[config.mk]
export PLATFORM = sky130hd
export DESIGN_NAME = interval_timer
export DESIGN_NICKNAME = d
export VERILOG_FILES = /design/src/rtl/itmr_pkg.sv /design/src/rtl/itmr_regs.sv /design/src/rtl/itmr_prescale.sv /design/src/rtl/itmr_counter.sv /design/src/rtl/interval_timer.sv
export SDC_FILE = /design/constraint.sdc
export NUM_CORES = 1
export LEC_CHECK = 0
export BUFFER_PORTS_ARGS = -buffer_cell sky130_fd_sc_hd__buf_4
export CORE_ASPECT_RATIO = 1.1
export CORE_UTILIZATION = 48
export CTS_BUF_LIST = sky130_fd_sc_hd__clkbuf_8
export DETAILED_ROUTE_END_ITERATION = 6
export PLACE_DENSITY_LB_ADDON = 0.08
export SYNTH_ARGS = -nofsm -noshare
export SYNTH_HDL_FRONTEND = slang
export SYNTH_SLANG_ARGS = --single-unit
export TNS_END_PERCENT = 30
[constraint.sdc]
create_clock -name clk -period 5.3 [get_ports clk]
set_input_delay 0.265 -clock clk [delete_from_list [all_inputs] [get_ports clk]]
set_output_delay 0.265 -clock clk [all_outputs]
set_load 0.02 [all_outputs]
[src/rtl/itmr_pkg.sv]
package itmr_pkg;
    typedef enum logic [1:0] {
        SEL_SCALE  = 2'd0,
        SEL_COUNT  = 2'd1,
        SEL_PERIOD = 2'd2,
        SEL_CTRL   = 2'd3
    } tmr_sel_e;

    localparam int unsigned CTRL_EN_BIT = 0;
endpackage

[src/rtl/itmr_regs.sv]
module itmr_regs
    import itmr_pkg::*;
#(
    parameter int unsigned CNT_W = 16,
    parameter int unsigned SCL_W = 8
) (
    input  logic             clk,
    input  logic             rst_n,
    input  logic             wr_en_i,
    input  logic [1:0]       wr_sel_i,
    input  logic [CNT_W-1:0] wr_data_i,
    output logic [SCL_W-1:0] scale_o,
    output logic [CNT_W-1:0] period_o,
    output logic             en_o,
    output logic             cnt_wr_o,
    output logic             restart_o,
    output logic [SCL_W-1:0] load_val_o
);
    typedef struct packed {
        logic [SCL_W-1:0] scale;
        logic [CNT_W-1:0] period;
        logic             en;
    } regs_t;

    regs_t r_d, r_q;
    logic  scl_wr, per_wr, ctl_wr;

    always_comb begin
        scl_wr   = wr_en_i && (wr_sel_i == SEL_SCALE);
        per_wr   = wr_en_i && (wr_sel_i == SEL_PERIOD);
        ctl_wr   = wr_en_i && (wr_sel_i == SEL_CTRL);
        cnt_wr_o = wr_en_i && (wr_sel_i == SEL_COUNT);
        r_d = r_q;
        if (scl_wr) r_d.scale  = wr_data_i[SCL_W-1:0];
        if (per_wr) r_d.period = wr_data_i;
        if (ctl_wr) r_d.en     = wr_data_i[CTRL_EN_BIT];
        restart_o  = scl_wr || (ctl_wr && wr_data_i[CTRL_EN_BIT] && !r_q.en);
        load_val_o = scl_wr ? wr_data_i[SCL_W-1:0] : r_q.scale;
    end

    always_ff @(posedge clk) begin
        if (!rst_n) r_q <= '0;
        else        r_q <= r_d;
    end

    assign scale_o  = r_q.scale;
    assign period_o = r_q.period;
    assign en_o     = r_q.en;


    scale_store_chk: assert property (@(posedge clk) disable iff (!rst_n)
        scl_wr |=> scale_o == $past(wr_data_i[SCL_W-1:0]));

    period_hold_chk: assert property (@(posedge clk) disable iff (!rst_n)
        !per_wr |=> $stable(period_o));
endmodule

[src/rtl/itmr_prescale.sv]
module itmr_prescale #(
    parameter int unsigned SCL_W = 8
) (
    input  logic             clk,
    input  logic             rst_n,
    input  logic             en_i,
    input  logic             restart_i,
    input  logic [SCL_W-1:0] load_val_i,
    output logic             tick_o
);
    typedef struct packed {
        logic [SCL_W-1:0] div;
    } pre_t;

    pre_t s_d, s_q;

    always_comb begin
        s_d    = s_q;
        tick_o = en_i && !restart_i && (s_q.div == '0);
        if (restart_i) begin
            s_d.div = load_val_i;
        end else if (en_i) begin
            if (s_q.div == '0) s_d.div = load_val_i;
            else               s_d.div = s_q.div - 1'b1;
        end
    end

    always_ff @(posedge clk) begin
        if (!rst_n) s_q <= '0;
        else        s_q <= s_d;
    end


    restart_load_chk: assert property (@(posedge clk) disable iff (!rst_n)
        restart_i |=> s_q.div == $past(load_val_i));

    prescale_hold_chk: assert property (@(posedge clk) disable iff (!rst_n)
        (!en_i && !restart_i) |=> $stable(s_q.div));

    prescale_step_chk: assert property (@(posedge clk) disable iff (!rst_n)
        (en_i && !restart_i && s_q.div != '0) |=> s_q.div == SCL_W'($past(s_q.div) - 1'b1));
endmodule

[src/rtl/itmr_counter.sv]
module itmr_counter #(
    parameter int unsigned CNT_W = 16
) (
    input  logic             clk,
    input  logic             rst_n,
    input  logic             tick_i,
    input  logic             cnt_wr_i,
    input  logic [CNT_W-1:0] wr_data_i,
    input  logic [CNT_W-1:0] period_i,
    output logic [CNT_W-1:0] count_o,
    output logic             irq_o
);
    typedef struct packed {
        logic [CNT_W-1:0] cnt;
        logic             irq;
    } cnt_t;

    cnt_t c_d, c_q;

    always_comb begin
        c_d     = c_q;
        c_d.irq = 1'b0;
        if (cnt_wr_i) begin
            c_d.cnt = wr_data_i;
        end else if (tick_i) begin
            if (c_q.cnt == '0) begin
                c_d.cnt = period_i;
                c_d.irq = 1'b1;
            end else begin
                c_d.cnt = c_q.cnt - 1'b1;
            end
        end
    end

    always_ff @(posedge clk) begin
        if (!rst_n) c_q <= '0;
        else        c_q <= c_d;
    end

    assign count_o = c_q.cnt;
    assign irq_o   = c_q.irq;


    count_write_chk: assert property (@(posedge clk) disable iff (!rst_n)
        cnt_wr_i |=> (count_o == $past(wr_data_i)) && !irq_o);

    reload_chk: assert property (@(posedge clk) disable iff (!rst_n)
        (tick_i && !cnt_wr_i && count_o == '0) |=> (count_o == $past(period_i)) && irq_o);

    count_hold_chk: assert property (@(posedge clk) disable iff (!rst_n)
        (!tick_i && !cnt_wr_i) |=> $stable(count_o) && !irq_o);

    irq_cause_chk: assert property (@(posedge clk) disable iff (!rst_n)
        irq_o |-> $past(tick_i) && ($past(count_o) == '0));
endmodule

[src/rtl/interval_timer.sv]
module interval_timer
    import itmr_pkg::*;
#(
    parameter int unsigned CNT_W = 16,
    parameter int unsigned SCL_W = 8
) (
    input  logic             clk,
    input  logic             rst_n,
    input  logic             wr_en,
    input  logic [1:0]       wr_sel,
    input  logic [CNT_W-1:0] wr_data,
    input  logic [1:0]       rd_sel,
    output logic [CNT_W-1:0] rd_data,
    output logic             irq_pulse
);
    localparam int unsigned PAD_W = CNT_W - SCL_W;

    logic [SCL_W-1:0] scale, load_val;
    logic [CNT_W-1:0] period, count;
    logic             en, cnt_wr, restart, tick;

    itmr_regs #(.CNT_W(CNT_W), .SCL_W(SCL_W)) u_regs (
        .clk        (clk),
        .rst_n      (rst_n),
        .wr_en_i    (wr_en),
        .wr_sel_i   (wr_sel),
        .wr_data_i  (wr_data),
        .scale_o    (scale),
        .period_o   (period),
        .en_o       (en),
        .cnt_wr_o   (cnt_wr),
        .restart_o  (restart),
        .load_val_o (load_val)
    );

    itmr_prescale #(.SCL_W(SCL_W)) u_pre (
        .clk        (clk),
        .rst_n      (rst_n),
        .en_i       (en),
        .restart_i  (restart),
        .load_val_i (load_val),
        .tick_o     (tick)
    );

    itmr_counter #(.CNT_W(CNT_W)) u_cnt (
        .clk       (clk),
        .rst_n     (rst_n),
        .tick_i    (tick),
        .cnt_wr_i  (cnt_wr),
        .wr_data_i (wr_data),
        .period_i  (period),
        .count_o   (count),
        .irq_o     (irq_pulse)
    );

    always_comb begin
        unique case (rd_sel)
            SEL_SCALE:  rd_data = {{PAD_W{1'b0}}, scale};
            SEL_COUNT:  rd_data = count;
            SEL_PERIOD: rd_data = period;
            default:    rd_data = {{(CNT_W-1){1'b0}}, en};
        endcase
    end


    idle_quiet_chk: assert property (@(posedge clk) disable iff (!rst_n)
        (!en && !wr_en) |=> !irq_pulse);
endmodule

==> impl_metrics.env, run 1 <==
export IMPL_ys_ff_latch=50
export IMPL_slew_headroom_pct=15.74
export IMPL_fp_dieW_um=76.74
export IMPL_ir_worst_vdd_uv=152.1
export IMPL_first_global_vias=2639
export IMPL_clk_latency_ps=310
export IMPL_end_kind="flop"
export IMPL_power_density_mw_per_mm2=293.8
export IMPL_setup_tns_final_ps=0
export IMPL_drive_above_1_share_pct=16.88
export IMPL_syn_area_per_cell_um2=8.215
export IMPL_cts_root_buf="clkbuf_8"
export IMPL_gp_congestion=0.8478
export IMPL_cts_hold_fix_buffers=0
export IMPL_synthTopCellsByCount="nand2_1 (54), dfxtp_1 (50), nor2_1 (28)"
export IMPL_vias=2740
export IMPL_drc=0
export IMPL_cts_tree="done"
export IMPL_critPathArrivalTime_ps=2500
export IMPL_max_cap_violations=0
export IMPL_min_period_ps=2329
export IMPL_track_usage_pct=25.29
export IMPL_slew_violations=0
export IMPL_htree_num_levels=2
export IMPL_fin_worst_skew_ps=11.78
export IMPL_hold_viol_final=0
export IMPL_netlist_area_mm2=0.002949
export IMPL_antenna_cells=0
export IMPL_cts_sinks=50
export IMPL_synth_fp_nets=386
export IMPL_path_delay_family="simple AND/OR/NAND/NOR gates"
export IMPL_avgRoutedWirePerCell_um=16.93
export IMPL_fin_nets=411
export IMPL_drtAntennaViolNets=0
export IMPL_placedCellCount=454
export IMPL_post_cts_buffers=0
export IMPL_die_area_mm2=0.006462
export IMPL_slowest_delay_ps=740
export IMPL_synth_edf_count=0
export IMPL_worst_slew_pin_slew_ps=1261
export IMPL_synth_top_area_share_pct=33.94
export IMPL_cellLeakagePower_nw=1.301
export IMPL_path_cells="nor3_1 > nand3b_2 > or4_1 > o21ai_0 > o22ai_1"
export IMPL_critPathMaxFanout=12
export IMPL_routed_wl_mm=7.820
export IMPL_ys_flop_type="dfxtp_1"
export IMPL_critPathRequiredTime_ps=5470
export IMPL_drtIter0Drc=141
export IMPL_start_kind="flop"
export IMPL_grt_max_degree=27
export IMPL_clock_path_buffers=2
export IMPL_fin_util_pct=56.39
export IMPL_async_flop_share_pct=0
export IMPL_core_mm2=0.005842
export IMPL_hpwl_mm=5.510
export IMPL_cp_slowest_cell="or4_1"
export IMPL_fmax_ghz=0.4295
export IMPL_row_count=29
export IMPL_setup_viol=0
export IMPL_critPathKind="flop to flop"
export IMPL_cts_made_buffers=5
export IMPL_whs_ps=206.2
export IMPL_area_growth_pct=11.71
export IMPL_fin_crit_sh_pct=43.93
export IMPL_outcome="finished clean"
export IMPL_synth_cell_types=55
export IMPL_synth_area_top_cells="dfxtp_1 (34%), nand2_1 (6.9%), mux2i_1 (6.4%), a21oi_1 (3.9%), nor2_1 (3.6%)"
export IMPL_ios=40
export IMPL_drt_pass1_iter_count=5
export IMPL_grt_overflow_total=0
export IMPL_post_cts_resized=0
export IMPL_grt_pass1_wl_mm=13.08
export IMPL_synthCells=359
export IMPL_floorplan_initialDensity_pct=50.48
export IMPL_via_per_inst=5.931
export IMPL_hold_class="primary input to flop"
export IMPL_ys_seq_area_share_pct=33.94
export IMPL_synth_top_area_cell="dfxtp_1"
export IMPL_port_buffers=39
export IMPL_die_h_um=84.21
export IMPL_rsz0062_at_grt="no"
export IMPL_yosys_cell_count_top_type="nand2_1"
export IMPL_antenna_found_initial=0
export IMPL_finalNonFillerCells=462
export IMPL_yosysWarnings=0
export IMPL_path_buf_inv=0
export IMPL_p_total_mw=0.9680
export IMPL_clk_pin_slew_ps=100
[per-stage QoR]
step	area, um^2	setup WS [ps]
finish	3294	2971
global route	3294	2732
CTS	3294	3013
detailed placement	3199	3020
global placement	3199	3068
floorplan	2949	3288
[final cells by class]
class | count | area [um^2]
Inverter | 6 | 22.52
Multi-Input combinational cell | 279 | 1764
Fill cell | 580 | 2547
Clock inverter | 2 | 12.51
Tap cell | 77 | 96.34
Sequential cell | 50 | 1001
Clock buffer | 6 | 82.58
Timing Repair Buffer | 42 | 315.3
[state kept, by name, indices dropped and copies added, names as in the netlist]
signal           cells
u_pre.s_q            8
u_cnt.count_o       16
u_regs.scale_o       8
u_regs.period_o     16
u_cnt.irq_o          1
u_regs.en_o          1
[worst paths after layout]
kind / end / slack, ps / start / cells past startpoint
min: u_regs.period_o[13]$_SDFFE_PN0P_ / 210 / wr_data[13] / 3
max: u_cnt.count_o[1]$_SDFFE_PN0P_ / 2970 / u_cnt.count_o[12]$_SDFFE_PN0P_ / 5
max reg2reg: u_cnt.count_o[1]$_SDFFE_PN0P_ / 2970 / u_cnt.count_o[12]$_SDFFE_PN0P_ / 5
min reg2reg: u_regs.period_o[2]$_SDFFE_PN0P_ / 480 / u_regs.period_o[2]$_SDFFE_PN0P_ / 2
[power breakdown]
part	leakage, nW	total, mW	internal [mW]	switching [mW]
Sequential	0.407	0.426	0.398	0.0288
Clock	0.0472	0.234	0.105	0.129
Combinational	0.847	0.308	0.126	0.182
Total	1.30	0.968	0.628	0.340
[routing by layer]
metal / wire length [um] / track usage (%) / vias to the layer above
li1: - / - / 1359
met1: 3422 / 31.00 / 1287
met2: 3912 / 44.16 / 80
met3: 320 / 3.587 / 14
met4: 164 / 10.49 / 0
met5: 0 / 0 / -
[logic make-up after synthesis]
logic type	synth area share (%)
and+or+nand+nor	26.43
AOI/OAI and AO/OA	20.96
DFF	33.94
buffers and inverters	6.406
muxes	7.594
xor gates and xnor gates	2.970
adders and majority gates	1.697
[worst min-delay path: stages]
cell and delay [ps]:
buf_4 110, nand2_1 50, a21oi_1 50
[cells in the final DEF (no fill, tap or decap), drive strengths merged, types with 4 or more instances in the layout]
| cell | instances |
|---|---|
| a22o | 9 |
| o22ai | 13 |
| inv | 6 |
| o21ai | 21 |
| nand4 | 4 |
| dfxtp | 50 |
| nor2 | 28 |
| buf | 42 |
| xor2 | 4 |
| nor3 | 9 |
| xnor2 | 6 |
| a21oi | 23 |
| a22oi | 12 |
| nor4 | 6 |
| nand2 | 55 |
| clkbuf | 6 |
| and4 | 4 |
| mux2i | 19 |
| or3 | 5 |
| and3 | 5 |
| nand3 | 14 |
| ha | 4 |
Note: power is estimated with default switching activity, not from simulation.
==> inputs of run 2 (changes only) <==
clock period = 2.21 ns   (was 5.3 ns; I/O delays follow)
==> run 2 against run 1 <==
  * Register-to-register slack got worse by 2700 ps
  * Total power rose to 2.6 times the previous value
  * Combinational power rose to 2.8 times the previous value
  * Critical path depth rose by 2
  * Final cell count rose by 3.9%
  * Non-clock buffer count rose by 18
  * Clock skew fell by 2.2 ps
==> impl_metrics.env, run 2 (same netlist as run 1, synthesis figures left out) <==
export IMPL_outcome="finished clean"
export IMPL_critPathArrivalTime_ps=2210
export IMPL_min_from="wr_data[12]"
export IMPL_clock_path_buffers=2
export IMPL_cellLeakagePower_nw=1.401
export IMPL_hold_class="primary input to flop"
export IMPL_end_kind="flop"
export IMPL_seq_area_mm2=0.001001
export IMPL_vias=2782
export IMPL_slew_headroom_pct=46.19
export IMPL_drtIter0Drc=132
export IMPL_final_cell_mix="buf_4 (60), nand2_1 (54), dfxtp_1 (50)"
export IMPL_clk_pin_slew_ps=100
export IMPL_first_global_vias=2642
export IMPL_final_common_cell="buf_4"
export IMPL_grt_use_met3_pct=3.587
export IMPL_use_met1_pct=31.59
export IMPL_htree_num_levels=2
export IMPL_antenna_found_initial=0
export IMPL_hold_viol_final=0
export IMPL_slew_violations=0
export IMPL_pwr_share_comb_pct=33.5
export IMPL_cp_slowest_cell="or3_2"
export IMPL_setup_tns_final_ps=0
export IMPL_seqPwrFrac_pct=40.2
export IMPL_cts_made_buffers=5
export IMPL_p_switching_mw=0.8649
export IMPL_fill_cells=565
export IMPL_cts_root_buf="clkbuf_8"
export IMPL_fp_dieW_um=76.74
export IMPL_grt_pass1_wl_mm=13.13
export IMPL_avgRoutedWirePerCell_um=16.83
export IMPL_ir_worst_vdd_uv=460.7
export IMPL_p_total_mw=2.545
export IMPL_critPathKind="flop to flop"
export IMPL_start_kind="flop"
export IMPL_rsz0062_at_grt="no"
export IMPL_clkPwrFrac_pct=26.4
export IMPL_die_area_mm2=0.006462
export IMPL_fin_nets=429
export IMPL_drt_pass1_iter_count=5
export IMPL_path_buf_inv=2
export IMPL_hpwl_mm=5.767
export IMPL_grt_max_degree=24
export IMPL_area_growth_pct=17.06
export IMPL_fin_worst_skew_ps=9.556
export IMPL_floorplan_initialDensity_pct=50.48
export IMPL_grtUsageMet2_pct=44.16
export IMPL_gp_congestion=0.8849
export IMPL_p_int_mw=1.680
export IMPL_post_cts_resized=0
export IMPL_sw_frac_of_total_pct=33.98
export IMPL_core_mm2=0.005842
export IMPL_grt_overflow_total=0
export IMPL_min_period_ps=1967
export IMPL_row_count=29
export IMPL_track_usage_pct=25.52
export IMPL_cts_sinks=50
export IMPL_ios=40
export IMPL_max_cap_violations=0
export IMPL_drtAntennaViolNets=0
export IMPL_worst_slew_pin_slew_ps=804.7
export IMPL_setup_viol=0
export IMPL_post_cts_buffers=0
export IMPL_port_buffers=39
export IMPL_routed_wl_mm=8.078
export IMPL_slowest_delay_ps=560
export IMPL_path_delay_family="simple AND/OR/NAND/NOR gates"
export IMPL_r2r_start="u_pre.s_q[0]$_SDFFE_PN0P_"
export IMPL_multi_input_area_mm2=0.001769
export IMPL_via_per_inst=5.796
export IMPL_power_density_mw_per_mm2=737.3
export IMPL_fin_util_pct=59.09
export IMPL_fin_crit_sh_pct=89.01
export IMPL_path_cells="inv_1 > ha_1 > nor3b_1 > nand2_1 > buf_4 > or3_2 > o31ai_1"
export IMPL_die_h_um=84.21
export IMPL_busiest_layer="met2"
export IMPL_drive_above_1_share_pct=20.84
export IMPL_startpoint="u_pre.s_q[0]$_SDFFE_PN0P_"
export IMPL_drc=0
export IMPL_antenna_cells=0
export IMPL_critPathMaxFanout=7
export IMPL_cts_hold_fix_buffers=0
export IMPL_fmax_ghz=0.5084
export IMPL_clk_latency_ps=310
export IMPL_cts_tree="done"
export IMPL_critPathRequiredTime_ps=2450
==> run 2: power by group through the flow <==
stage               registers (mW)  logic, mW  clock network, mW
floorplan                     1.02      0.588                  0
global placement              1.04      0.833                  0
detailed placement            1.04      0.843                  0
CTS                           1.02      0.847              0.680
global route                  1.03      0.932              0.709
finish                        1.02      0.852              0.671
==> run 2: final cells by class <==
cell class,count,area share [%]
clock inverter,3,1.269
inverter,6,0.6524
timing repair buffer,60,13.05
tap,77,2.791
multi-input combinational,279,51.25
sequential,50,29.00
clock buffer,5,1.993
==> run 2: path summary, 6_finish.rpt <==
| kind | to | slack, ps | cells after the start |
|---|---|---|---|
| min reg2reg | u_regs.period_o[12]$_SDFFE_PN0P_ | 480 | 2 |
| max | u_cnt.count_o[11]$_SDFFE_PN0P_ | 240 | 7 |
| max reg2reg | u_cnt.count_o[11]$_SDFFE_PN0P_ | 240 | 7 |
| min | u_regs.period_o[12]$_SDFFE_PN0P_ | 40 | 3 |
==> run 2: metal layers <==
layer / routed length [um] / share of wire [%]
met2: 4078 / 50
met3: 262 / 3.2
met4: 172 / 2.1
met1: 3565 / 44
met5: 0 / 0
==> run 2: through the flow <==
stage          cells  hold WS, ps  worst slack, ps  instance area, um^2
6_report         480        39.71            242.9                 3452
5_1_grt          480        60.81            55.35                 3452
4_1_cts          480        42.77            223.0                 3447
3_5_place_dp     472        371.9            242.9                 3334
3_3_place_gp     472        362.8            297.5                 3334
2_1_floorplan    359        246.5            197.8                 2949
==> run 2: worst reg2reg max path, cell delays in order (launching register included) <==
cell,delay (ps)
dfxtp_1,350
inv_1,90
ha_1,150
nor3b_1,240
nand2_1,110
buf_4,160
or3_2,560
o31ai_1,240
